`src/rtl/sar_pkg.sv`:
```
package sar_pkg;
  typedef struct packed {
    logic start;   // load top trial bit, clear previous trial
    logic decide;  // resolve current trial bit from comparator
    logic last;    // current decision is the final one
  } sarStrobe_t;
endpackage

```
`src/rtl/sar_fall_detect.sv`:
```
module sar_fall_detect (
  input  logic clk,
  input  logic rstN,
  input  logic din,
  output logic fall
);
  logic prevLvl;

  always_ff @(posedge clk or negedge rstN) begin
    if (!rstN) prevLvl <= 1'b1;
    else       prevLvl <= din;
  end

  assign fall = prevLvl & ~din;
endmodule

```
`src/rtl/sar_control.sv`:
```
module sar_control
  import sar_pkg::*;
#(
  parameter int WIDTH = 12,
  parameter int N_MID = 10,
  parameter int N_LOW = 8
) (
  input  logic       clk,
  input  logic       rstN,
  input  logic       fall,
  input  logic       extClkMode,
  input  logic [1:0] resSel,
  output logic       busy,
  output logic       done,
  output sarStrobe_t strb
);
  localparam int CW = $clog2(WIDTH + 1);

  logic [CW-1:0] stepsLeft;
  logic [CW-1:0] nSel;
  logic          stepEn;
  logic          startNow;
  logic          decideNow;
  logic          lastStep;

  always_comb begin
    case (resSel)
      2'b01:   nSel = CW'(N_MID);
      2'b10:   nSel = CW'(N_LOW);
      default: nSel = CW'(WIDTH);
    endcase
  end

  // internal clock: every edge is a step; external: only start falling edges
  assign stepEn    = extClkMode ? fall : 1'b1;
  assign startNow  = fall & (~extClkMode | ~busy);
  assign decideNow = busy & stepEn & ~startNow;
  assign lastStep  = (stepsLeft == CW'(1));

  always_ff @(posedge clk or negedge rstN) begin
    if (!rstN) begin
      busy      <= 1'b0;
      done      <= 1'b0;
      stepsLeft <= '0;
    end else begin
      done <= decideNow & lastStep;
      if (startNow) begin
        busy      <= 1'b1;
        stepsLeft <= nSel;
      end else if (decideNow) begin
        stepsLeft <= stepsLeft - CW'(1);
        if (lastStep) busy <= 1'b0;
      end
    end
  end

  always_comb begin
    strb.start  = startNow;
    strb.decide = decideNow;
    strb.last   = lastStep;
  end
endmodule

```
`src/rtl/sar_datapath.sv`:
```
module sar_datapath
  import sar_pkg::*;
#(
  parameter int WIDTH = 12
) (
  input  logic             clk,
  input  logic             rstN,
  input  sarStrobe_t       strb,
  input  logic             cmpHigh,
  input  logic             bipolar,
  input  logic             twosComp,
  output logic [WIDTH-1:0] dacCode,
  output logic [WIDTH-1:0] result,
  output logic             serData,
  output logic             serClk
);
  localparam logic [WIDTH-1:0] TOP_BIT = {1'b1, {(WIDTH-1){1'b0}}};

  logic [WIDTH-1:0] trialMask;
  logic [WIDTH-1:0] nextCode;
  logic [WIDTH-1:0] lowerMask;

  assign lowerMask = trialMask >> 1;

  always_comb begin
    nextCode = dacCode & ~trialMask;
    if (cmpHigh)    nextCode = nextCode | trialMask;
    if (!strb.last) nextCode = nextCode | lowerMask;
  end

  function automatic logic [WIDTH-1:0] encode(input logic [WIDTH-1:0] raw,
                                              input logic bip, input logic tc);
    logic [WIDTH-1:0] r;
    r = ~raw;
    if (bip && tc) r[WIDTH-1] = raw[WIDTH-1];
    return r;
  endfunction

  always_ff @(posedge clk or negedge rstN) begin
    if (!rstN) begin
      dacCode   <= '0;
      trialMask <= '0;
      result    <= '0;
      serData   <= 1'b0;
      serClk    <= 1'b0;
    end else begin
      serClk <= 1'b0;
      if (strb.start) begin
        dacCode   <= TOP_BIT;
        trialMask <= TOP_BIT;
      end else if (strb.decide) begin
        dacCode   <= nextCode;
        trialMask <= lowerMask;
        serData   <= ~cmpHigh;
        serClk    <= 1'b1;
        if (strb.last) result <= encode(nextCode, bipolar, twosComp);
      end
    end
  end
endmodule

```
`src/rtl/sar_sequencer.sv`:
```
module sar_sequencer
  import sar_pkg::*;
#(
  parameter int WIDTH = 12,
  parameter int N_MID = 10,
  parameter int N_LOW = 8
) (
  input  logic             clk,
  input  logic             rstN,
  input  logic             startN,
  input  logic             extClkMode,
  input  logic [1:0]       resSel,
  input  logic             bipolar,
  input  logic             twosComp,
  input  logic             cmpHigh,
  output logic [WIDTH-1:0] dacCode,
  output logic             busy,
  output logic             done,
  output logic [WIDTH-1:0] result,
  output logic             serData,
  output logic             serClk
);
  logic       startFall;
  sarStrobe_t strb;

  sar_fall_detect u_fall (
    .clk  (clk),
    .rstN (rstN),
    .din  (startN),
    .fall (startFall)
  );

  sar_control #(.WIDTH(WIDTH), .N_MID(N_MID), .N_LOW(N_LOW)) u_ctrl (
    .clk        (clk),
    .rstN       (rstN),
    .fall       (startFall),
    .extClkMode (extClkMode),
    .resSel     (resSel),
    .busy       (busy),
    .done       (done),
    .strb       (strb)
  );

  sar_datapath #(.WIDTH(WIDTH)) u_dp (
    .clk      (clk),
    .rstN     (rstN),
    .strb     (strb),
    .cmpHigh  (cmpHigh),
    .bipolar  (bipolar),
    .twosComp (twosComp),
    .dacCode  (dacCode),
    .result   (result),
    .serData  (serData),
    .serClk   (serClk)
  );
endmodule

```
`config.mk`:
```
export PLATFORM = sky130hd
export DESIGN_NAME = sar_sequencer
export DESIGN_NICKNAME = d
export VERILOG_FILES = /design/src/rtl/sar_pkg.sv /design/src/rtl/sar_fall_detect.sv /design/src/rtl/sar_control.sv /design/src/rtl/sar_datapath.sv /design/src/rtl/sar_sequencer.sv
export SDC_FILE = /design/constraint.sdc
export NUM_CORES = 1
export LEC_CHECK = 0
export ABC_AREA = 1
export BUFFER_PORTS_ARGS = -buffer_cell sky130_fd_sc_hd__buf_4
export CORE_MARGIN = 4
export CORE_UTILIZATION = 35
export DETAILED_ROUTE_END_ITERATION = 12
export HOLD_SLACK_MARGIN = 0.03
export PLACE_DENSITY = 0.58
export SETUP_SLACK_MARGIN = 0.05
export SYNTH_ARGS = -nofsm -noshare
export SYNTH_HDL_FRONTEND = slang
export SYNTH_SLANG_ARGS = --single-unit
```
`constraint.sdc`:
```
create_clock -name clk -period 1.3 [get_ports clk]
set_input_delay 0 -clock clk [delete_from_list [all_inputs] [get_ports clk]]
set_output_delay 0 -clock clk [all_outputs]
set_load 0.02 [all_outputs]
```
==> results of run 1 <==
## area by class of cell
type                    count  area [µm²]
multi-input cells         173         886
flip-flops and latches     45        1130
inverters                  23        93.8
well taps                  72        90.1
clock inverters             1        5.00
fillers                   555        2820
repair buffers             54         478
clock buffers               7        76.3
## synthesized netlist by cell type
cell      count  area (µm²)
a21oi_1       2        10.0
buf_2         3        15.0
buf_4         2        15.0
clkbuf_1      4        15.0
dfrtp_1      44        1100
dfstp_2       1        26.3
ha_1          3        37.5
inv_1        20        75.1
inv_2         3        11.3
nand2_1     106         398
nand3_1      17        85.1
nand3_2       1        10.0
nand4_1       1        6.26
nor2_1        3        11.3
nor2_4        1        11.3
o21ai_0      34         170
o21ai_1       2        10.0
o21ai_2       1        8.76
o22ai_1       1        6.26
xor2_1        1        8.76
## cell families (layout without fill, tap and decap cells)
family | after synthesis | after routing
xor+xnor | 1 | 1
compound gates | 40 | 40
flops | 45 | 45
buf+inv | 32 | 85
fa+ha+maj | 3 | 3
simple gates | 129 | 129
## worst paths after layout
kind                                       startpoint                               to  slack, ns  cells after the start
setup / recovery             u_fall.prevLvl$_DFF_PN1_       u_dp.result[1]$_DFFE_PN0P_      0.005                      7
hold / removal                              resSel[0]  u_ctrl.stepsLeft[2]$_DFFE_PN0P_       0.05                      4
setup reg to reg             u_fall.prevLvl$_DFF_PN1_       u_dp.result[1]$_DFFE_PN0P_      0.005                      7
hold reg to reg            u_dp.result[0]$_DFFE_PN0P_       u_dp.result[0]$_DFFE_PN0P_       0.47                      2
max in group asynchronous                        rstN          u_ctrl.busy$_DFFE_PN0P_       0.64                      2
min in group asynchronous                        rstN     u_dp.dacCode[11]$_DFFE_PN0P_       0.24                      2
## what timing repair did
action                                  in CTS  in global routing
endpoints found under the hold margin       46                  0
pin swaps                                    2                  0
hold buffers                                 3                  0
gates cloned                                 1                  1
resized for setup                           14                 29
setup buffers                                1                  1
endpoints found under the setup margin      23                 39
## metrics by stage
stage	total power [mW]	TNS, ns	hold slack [ns]
after CTS	6.33	-0.000818	0.0419
after global routing	6.98	-1.32	0.0721
after detailed placement	5.27	-0.0666	0.0395
final	6.43	0	0.0526
after global placement	5.24	0	0.0449
after floorplan	4.05	0	-0.296
## registers in the layout, summed over array words and instances (netlist names)
name,count
u_dp.serClk,1
u_dp.serData,1
u_dp.result,12
u_ctrl.busy,1
u_dp.trialMask,12
u_fall.prevLvl,1
u_ctrl.done,1
u_dp.dacCode,12
u_ctrl.stepsLeft,4
## per-layer routing
layer / vias to the layer above / routed length [µm]
li1: 898 / -
met1: 769 / 2400
met2: 28 / 2130
met3: 5 / 153
met4: 0 / 80
met5: - / 0
## power by group through the flow
stage / clock (mW) / combinational, mW / sequential [mW]
5_1_grt: 0.929 / 3.61 / 2.44
4_1_cts: 0.859 / 3.12 / 2.35
2_1_floorplan: 0 / 1.29 / 2.75
3_3_place_gp: 0 / 2.88 / 2.35
6_report: 0.820 / 3.26 / 2.35
3_5_place_dp: 0 / 2.90 / 2.37
## worst reg2reg max path, cell delays in order (launching register included)
cell	delay [ns]
dfstp_2	0.58
nand2_4	0.08
nand2_4	0.07
nand2_4	0.05
nor2_4	0.15
buf_6	0.17
nand3_1	0.07
nand2_1	0.07
==> flow_metrics.env, run 1 <==
export IMPL_grt_max_degree=46
export IMPL_nets=314
export IMPL_viasPerCell=4.53
export IMPL_end_kind="flop"
export IMPL_syn_area_per_cell_um2=8.13
export IMPL_vias=1700
export IMPL_slew_headroom_pct=61.8
export IMPL_syn_nets=262
export IMPL_worst_pin_slew_ns=0.572
export IMPL_cp_data_required_time_ns=1.53
export IMPL_layoutNonFillerInstCount=375
export IMPL_power_share_sequential_pct=36.6
export IMPL_portBuffers=36
export IMPL_crit_chain="nand2_4 -> nand2_4 -> nand2_4 -> nor2_4 -> buf_6 -> nand3_1 -> nand2_1"
export IMPL_synth_cell_types=20
export IMPL_fin_util_pct=49.5
export IMPL_start_util_pct=36.5
export IMPL_cp_common_cell="nand2_4"
export IMPL_crit_path_top_delay_cell="dfstp_2"
export IMPL_clkSinkCount=45
export IMPL_clk_pin_slew_ns=0.07
export IMPL_worstSetupPathType="reg -> reg"
export IMPL_ys_seq_elements=45
export IMPL_ios=37
export IMPL_dieArea_um2=7090
export IMPL_synth_adder_area_share_pct=1.85
export IMPL_insertion_delay_ns=0.30
export IMPL_period_share_pct=99.6
export IMPL_fin_area_um2=2760
export IMPL_dp_cells=360
export IMPL_drt_pre_antenna_iters=4
export IMPL_die_height_um=84.2
export IMPL_swShare_pct=42.3
export IMPL_synthCells=250
export IMPL_rsz0062_at_grt="yes"
export IMPL_slowest_delay_ns=0.58
export IMPL_grt_antenna_before_repair=0
export IMPL_cts_tree="done"
export IMPL_post_place_ws_ns=-0.0331
export IMPL_drc=0
export IMPL_crit_family="flip-flops"
export IMPL_use_met3_pct=2.16
export IMPL_setup_violations=0
export IMPL_p_int_mw=3.71
export IMPL_busiest_layer="met2"
export IMPL_syn2layout_area_growth_pct=35.7
export IMPL_gp_congestion=0.776
export IMPL_final_common_cell="nand2_1"
export IMPL_cts_max_path_buffers=2
export IMPL_finalHoldViolCount=0
export IMPL_hpwl_um=3220
export IMPL_num_rows=27
export IMPL_hold_path_class="in -> reg"
export IMPL_outcome="finished clean"
export IMPL_use_met1_pct=19.9
export IMPL_cp_max_fo=11
export IMPL_insertedDiodeCount=0
export IMPL_layout_cells_most_common_list="nand2_1 (101), buf_4 (44), dfrtp_1 (43), o21ai_0 (23), inv_1 (16)"
export IMPL_synth_seq_area_share_pct=55.5
export IMPL_wl_um=4770
export IMPL_root_buffer="clkbuf_8"
export IMPL_power_density_nw_per_um2=2330
export IMPL_synth_compound_area_share_pct=10.1
export IMPL_core_area_um2=5570
export IMPL_vdd_ir_drop_max_mv=0.928
export IMPL_skew_ns=0.00742
export IMPL_pwr_share_comb_pct=50.7
export IMPL_synth_top_family_by_area="simple AND/OR/NAND/NOR gates"
export IMPL_cts_inserted_buffers=5
export IMPL_leakage_nw=1.40
export IMPL_drive_above_1_share_pct=29.0
export IMPL_yosys_warnings=0
export IMPL_dieWidth_um=84.2
export IMPL_cp_buffers_inverters=1
export IMPL_clock_fmax_mhz=772
export IMPL_yosys_area_share_simple_pct=25.7
export IMPL_dpl_instance_area_um2=2470
export IMPL_wl_per_cell_um=12.7
export IMPL_track_usage_pct=14.5
export IMPL_critPathLaunchType="flop"
export IMPL_worstPathArrival_ns=1.53
export IMPL_drt_iter0_markers=104
export IMPL_grtUsageMet2_pct=22.4
export IMPL_setup_slack_ns=0.00522
export IMPL_grt_pass1_wl_um=8120
export IMPL_p_switching_mw=2.72
export IMPL_grt_pass1_vias=1727
export IMPL_synth_area_mux_share_pct=0
export IMPL_drv_slew=0
export IMPL_synth_area_um2=2030
export IMPL_drv_cap=0
export IMPL_fin_crit_ns=1.29
export IMPL_ant_nets=0
export IMPL_synthXorXnorAreaFrac_pct=0.431
export IMPL_power_frac_clock_pct=12.7
export IMPL_htreeDepth=2
export IMPL_overflow=0
Note: power is estimated with default switching activity, not from simulation.
==> run 2, diff against run 1 <==
Settings changed: ABC_AREA 1 to 0, GPL_TIMING_DRIVEN from default to 0, HOLD_SLACK_MARGIN 0.03 to 0.12.
==> flow_metrics.env, run 2 <==
export IMPL_r2r_slack_ns=-0.50
export IMPL_syn2layout_area_growth_pct=37.0
export IMPL_finalHoldViolCount=0
export IMPL_synth_cell_types=30
export IMPL_viasPerCell=4.89
export IMPL_ff_latch_area_um2=1130
export IMPL_grt_max_degree=46
export IMPL_insertion_delay_ns=0.30
export IMPL_insertedDiodeCount=0
export IMPL_cp_max_fo=5
export IMPL_ant_nets=0
export IMPL_cts_inserted_buffers=5
export IMPL_drv_slew=0
export IMPL_hpwl_um=2840
export IMPL_root_buffer="clkbuf_8"
export IMPL_skew_ns=0.00489
export IMPL_cts_tree="done"
export IMPL_final_fill_count=534
export IMPL_synth_area_um2=2000
export IMPL_num_rows=27
export IMPL_synthCells=162
export IMPL_yosys_warnings=0
export IMPL_drt_iter0_markers=58
export IMPL_slew_headroom_pct=61.8
export IMPL_clkSinkCount=45
export IMPL_top_regs="u_dp.dacCode (12), u_dp.result (12), u_dp.trialMask (12)"
export IMPL_synth_most_common_cell="dfrtp_1"
export IMPL_die_height_um=83.7
export IMPL_ios=37
export IMPL_syn_nets=174
export IMPL_grt_pass1_wl_um=7530
export IMPL_wl_per_cell_um=15.5
export IMPL_power_density_nw_per_um2=2090
export IMPL_cts_max_path_buffers=2
export IMPL_vias=1458
export IMPL_hold_slack_ns=0.124
export IMPL_worstSetupPathType="reg -> reg"
export IMPL_wl_um=4630
export IMPL_multi_input_area_um2=840
export IMPL_hold_path_class="in -> reg"
export IMPL_drc=0
export IMPL_synth_seq_area_share_pct=56.3
export IMPL_rsz0062_at_grt="yes"
export IMPL_setup_violations=44
export IMPL_dominantRegCellSynth="dfrtp_1"
export IMPL_yosysTopAreaCell="dfrtp_1"
export IMPL_synth_area_top_cells="dfrtp_1 (55%), mux2i_1 (6.0%), mux2_4 (6.0%)"
export IMPL_violations="setup timing"
export IMPL_nets=237
export IMPL_fin_tns_setup_ns=-16.41
export IMPL_dieWidth_um=83.7
export IMPL_end_kind="flop"
export IMPL_clock_fmax_mhz=556
export IMPL_p_total_mw=5.74
export IMPL_start_util_pct=36.2
export IMPL_fin_crit_ns=1.80
export IMPL_drv_cap=0
export IMPL_drt_pre_antenna_iters=4
export IMPL_gp_congestion=0.692
export IMPL_synth_edff_count=0
export IMPL_syn_area_per_cell_um2=12.4
export IMPL_period_share_pct=138
export IMPL_leakage_nw=1.31
export IMPL_critPathLaunchType="flop"
export IMPL_synthArstFlopShare_pct=100
export IMPL_portBuffers=36
export IMPL_htreeDepth=2
export IMPL_dieArea_um2=7000
export IMPL_vdd_ir_drop_max_mv=0.777
export IMPL_worstPathArrival_ns=1.99
export IMPL_layout_cells_most_common_list="buf_4 (44), dfrtp_1 (44), nand2_1 (21), o21ai_0 (14), mux2i_1 (12)"
export IMPL_track_usage_pct=13.4
export IMPL_grt_pass1_vias=1499
export IMPL_overflow=0
export IMPL_drive_above_1_share_pct=39.8
export IMPL_fin_util_pct=49.5
export IMPL_cp_data_required_time_ns=1.49
export IMPL_setup_slack_ns=-0.499
export IMPL_clk_pin_slew_ns=0.08
export IMPL_ys_seq_elements=45
export IMPL_synth_common_cells="dfrtp_1 (44), nand2_1 (21), o21ai_0 (15)"
export IMPL_synth_top_area_share_pct=55.0
export IMPL_worst_pin_slew_ns=0.573
export IMPL_outcome="complete, but fails checks"
export IMPL_post_place_ws_ns=-0.677
export IMPL_grt_antenna_before_repair=0
export IMPL_core_area_um2=5540
==> run 2: changes by cell type after synthesis, sizes merged, moves of 2 or more <==
cell | before | now
nand3 | 18 | 1
mux2i | 0 | 13
nor3 | 0 | 2
o21ai | 37 | 15
nor2b | 0 | 2
a22o | 0 | 11
a21boi | 0 | 11
inv | 23 | 5
mux2 | 0 | 12
nand2 | 106 | 21
nor2 | 4 | 2
==> run 2: logic make-up (layout without fill, tap and decap cells) <==
logic type	after synthesis	in the layout	share of synthesized area [%]
muxes	25	25	15.4
buffers and inverters	13	77	3.50
DFF	45	45	56.3
AOI/OAI and AO/OA	43	43	14.7
adders and majority gates	3	3	1.87
xor gates and xnor gates	2	2	0.875
and+or+nand+nor	31	31	7.43
==> run 2: final timing paths <==
path | from | to | depth (start not counted)
worst max-delay path | u_fall.prevLvl$_DFF_PN1_ | u_dp.result[9]$_DFFE_PN0P_ | 8
min in group asynchronous | rstN | u_dp.trialMask[4]$_DFFE_PN0P_ | 2
max in group asynchronous | rstN | u_fall.prevLvl$_DFF_PN1_ | 2
worst min register to register | u_dp.serData$_DFFE_PN0P_ | u_dp.serData$_DFFE_PN0P_ | 2
worst min-delay path | cmpHigh | u_dp.dacCode[11]$_DFFE_PN0P_ | 3
worst max register to register | u_fall.prevLvl$_DFF_PN1_ | u_dp.result[9]$_DFFE_PN0P_ | 8
==> run 2: worst max-delay path: stages, from the launching register on <==
cell and delay [ns]:
dfstp_2 0.52, nor2b_4 0.12, buf_6 0.11, mux2i_4 0.26
inv_4 0.06, nand3_4 0.09, buf_12 0.12, buf_12 0.12
mux2_4 0.29
==> run 2: timing repair <==
action | CTS | global route
resized for setup | 19 | 9
hold buffers | 3 | 0
hold endpoints to repair | 48 | 0
setup endpoints to repair | 43 | 44
cloned | 1 | 1
pin swaps | 0 | 0
buffers inserted | 12 | 7
==> run 2: per-layer routing <==
metal  share of wire (%)  GRT usage, %
met5                   0             0
met4                 1.1          3.95
met2                  46          21.0
met1                  49          18.7
met3                 4.0          2.86
==> run 2: report_power, final <==
group | total, mW | switching, mW | internal (mW)
Combinational | 2.61 | 1.28 | 1.32
Sequential | 2.28 | 0.386 | 1.89
Clock | 0.858 | 0.486 | 0.372
Total | 5.74 | 2.15 | 3.59
==> run 2: layout make-up <==
type	instances	share of cell area (%)
flip-flops and latches	45	41.1
multi-input cells	104	30.6
repair buffers	56	18.0
well taps	72	3.28
plain buffers	8	3.15
clock buffers	5	2.51
inverters	5	0.775
clock inverters	3	0.638
==> run 2: per-stage QoR <==
stage	std cells	instance area (µm²)
floorplan	162	2010
global placement	270	2370
detailed placement	270	2370
CTS	294	2690
global route	298	2740
finish	298	2740
==> run 3, diff against run 2 <==
Settings changed: BUFFER_PORTS_ARGS -buffer_cell sky130_fd_sc_hd__buf_4 to default, DONT_BUFFER_PORTS from default to 1, PLACE_DENSITY 0.58 to 0.53, SLEW_MARGIN from default to 15.
==> flow_metrics.env, run 3 (same netlist as run 2, synthesis figures left out) <==
export IMPL_outcome="complete, but fails checks"
export IMPL_violations="setup timing"
export IMPL_grt_pass1_vias=1466
export IMPL_ff_latch_area_um2=1130
export IMPL_hold_slack_ns=0.155
export IMPL_wl_um=4410
export IMPL_cts_tree="done"
export IMPL_slowest_delay_ns=0.52
export IMPL_top_regs="u_dp.dacCode (12), u_dp.result (12), u_dp.trialMask (12)"
export IMPL_r2r_slack_ns=-0.45
export IMPL_wl_per_cell_um=16.6
export IMPL_portBuffers=0
export IMPL_cts_max_path_buffers=2
export IMPL_num_rows=27
export IMPL_fin_crit_ns=1.75
export IMPL_hold_depth=2
export IMPL_drive_above_1_share_pct=28.0
export IMPL_worstPathArrival_ns=1.95
export IMPL_final_fill_count=531
export IMPL_drv_slew=0
export IMPL_viasPerCell=5.11
export IMPL_insertion_delay_ns=0.31
export IMPL_ant_nets=0
export IMPL_setup_violations=44
export IMPL_power_density_nw_per_um2=2060
export IMPL_worstSetupPathType="reg -> reg"
export IMPL_vias=1354
export IMPL_hp_start="cmpHigh"
export IMPL_slew_headroom_pct=65.5
export IMPL_end_kind="flop"
export IMPL_multi_input_area_um2=850
export IMPL_vdd_ir_drop_max_mv=0.630
export IMPL_dpl_instance_area_um2=2100
export IMPL_drc=0
export IMPL_p_total_mw=5.23
export IMPL_skew_ns=0.0112
export IMPL_start_util_pct=36.2
export IMPL_cts_inserted_buffers=5
export IMPL_hold_path_class="in -> reg"
export IMPL_clock_fmax_mhz=572
export IMPL_critPathLaunchType="flop"
export IMPL_ios=37
export IMPL_hpwl_um=2760
export IMPL_root_buffer="clkbuf_8"
export IMPL_core_area_um2=5540
export IMPL_dp_cells=234
export IMPL_dieArea_um2=7000
export IMPL_crit_path_top_delay_cell="dfstp_2"
export IMPL_layoutNonFillerInstCount=265
export IMPL_hold_end="u_dp.serData$_DFFE_PN0P_"
export IMPL_final_common_cell="dfrtp_1"
export IMPL_grt_pass1_wl_um=7590
export IMPL_drt_pre_antenna_iters=4
export IMPL_layout_cells_most_common_list="dfrtp_1 (43), nand2_1 (20), o21ai_0 (13), mux2i_1 (12), mux2_4 (12)"
export IMPL_die_height_um=83.7
export IMPL_worst_pin_slew_ns=0.517
export IMPL_grt_max_degree=46
export IMPL_htreeDepth=2
export IMPL_grt_antenna_before_repair=0
export IMPL_cp_max_fo=5
export IMPL_dieWidth_um=83.7
export IMPL_syn2layout_area_growth_pct=26.4
export IMPL_drv_cap=0
export IMPL_nets=204
export IMPL_reg2reg_to="u_dp.result[11]$_DFFE_PN0P_"
export IMPL_cp_data_required_time_ns=1.50
export IMPL_insertedDiodeCount=0
export IMPL_track_usage_pct=13.6
export IMPL_startpoint="u_fall.prevLvl$_DFF_PN1_"
export IMPL_rsz0062_at_grt="yes"
export IMPL_clkSinkCount=45
export IMPL_crit_chain="nor2b_4 -> buf_6 -> mux2i_4 -> inv_4 -> nand3_4 -> buf_12 -> mux2_4"
export IMPL_overflow=0
export IMPL_r2r_start="u_fall.prevLvl$_DFF_PN1_"
export IMPL_setup_slack_ns=-0.449
export IMPL_drt_iter0_markers=80
export IMPL_leakage_nw=1.15
export IMPL_period_share_pct=135
export IMPL_rr_worst_depth=7
export IMPL_finalHoldViolCount=0
export IMPL_fin_area_um2=2530
export IMPL_clk_pin_slew_ns=0.10
export IMPL_gp_congestion=0.820
run 3: changes by cell type in the layout (fill, tap and decap cells not counted), sizes merged:
| cell | change |
|---|---|
| buf | -37 |
| dlygate4sd3 | +5 |
| clkinv | -2 |
| inv | +2 |
| clkbuf | -1 |
run 3: worst max path at each step:
stage                                   to  slack, ns  depth (start not counted)
2_1_floorplan   u_dp.result[0]$_DFFE_PN0P_      -0.47                          7
3_3_place_gp   u_dp.result[10]$_DFFE_PN0P_      -0.68                          7
3_5_place_dp    u_dp.result[8]$_DFFE_PN0P_      -0.68                          7
4_1_cts         u_dp.result[1]$_DFFE_PN0P_      -0.47                          7
5_1_grt         u_dp.result[3]$_DFFE_PN0P_      -0.50                          7
6_report       u_dp.result[11]$_DFFE_PN0P_      -0.45                          7
run 3: layout make-up:
cell class / count / share of cell area [%]
multi-input cells: 104 / 33.6
clock buffers: 5 / 2.72
repair buffers: 23 / 10.1
flip-flops and latches: 45 / 44.6
clock inverters: 3 / 0.989
well taps: 72 / 3.56
plain buffers: 8 / 3.66
inverters: 5 / 0.840
run 3: power breakdown:
group	leakage [nW]	switching (mW)	internal (mW)
logic	0.539	0.646	0.855
clock network	0.0452	0.540	0.392
registers	0.569	0.903	1.89
total	1.15	2.09	3.14
run 3: per-stage QoR:
step	setup WS [ns]	setup TNS, ns	util (%)
3_3_place_gp	-0.678	-21.56	37.9
3_5_place_dp	-0.684	-21.56	37.9
2_1_floorplan	-0.473	-11.43	-
6_report	-0.449	-14.97	45.7
5_1_grt	-0.503	-17.33	45.7
4_1_cts	-0.470	-14.36	44.7
run 3: metal layers:
| metal | vias up | part of all wire (%) | GRT usage (%) |
|---|---|---|---|
| li1 | 634 | - | - |
| met3 | 5 | 6.9 | 4.64 |
| met1 | 688 | 44 | 17.9 |
| met5 | - | 0 | 0 |
| met4 | 0 | 0.86 | 3.51 |
| met2 | 27 | 49 | 21.5 |
run 3: repair_timing:
action	CTS	global route
setup buffers	9	6
hold buffers	9	0
endpoints found under the setup margin	44	44
pin swaps	0	1
gates resized for setup	26	10
endpoints found under the hold margin	56	0
cloned	1	0
run 3: worst max-delay path, delay by kind of cell (launching register included):
| family | cells | cell delay, ns |
|---|---|---|
| AND/OR/NAND/NOR | 2 | 0.25 |
| buffers and inverters | 3 | 0.31 |
| flip-flops | 1 | 0.52 |
| multiplexers | 2 | 0.55 |
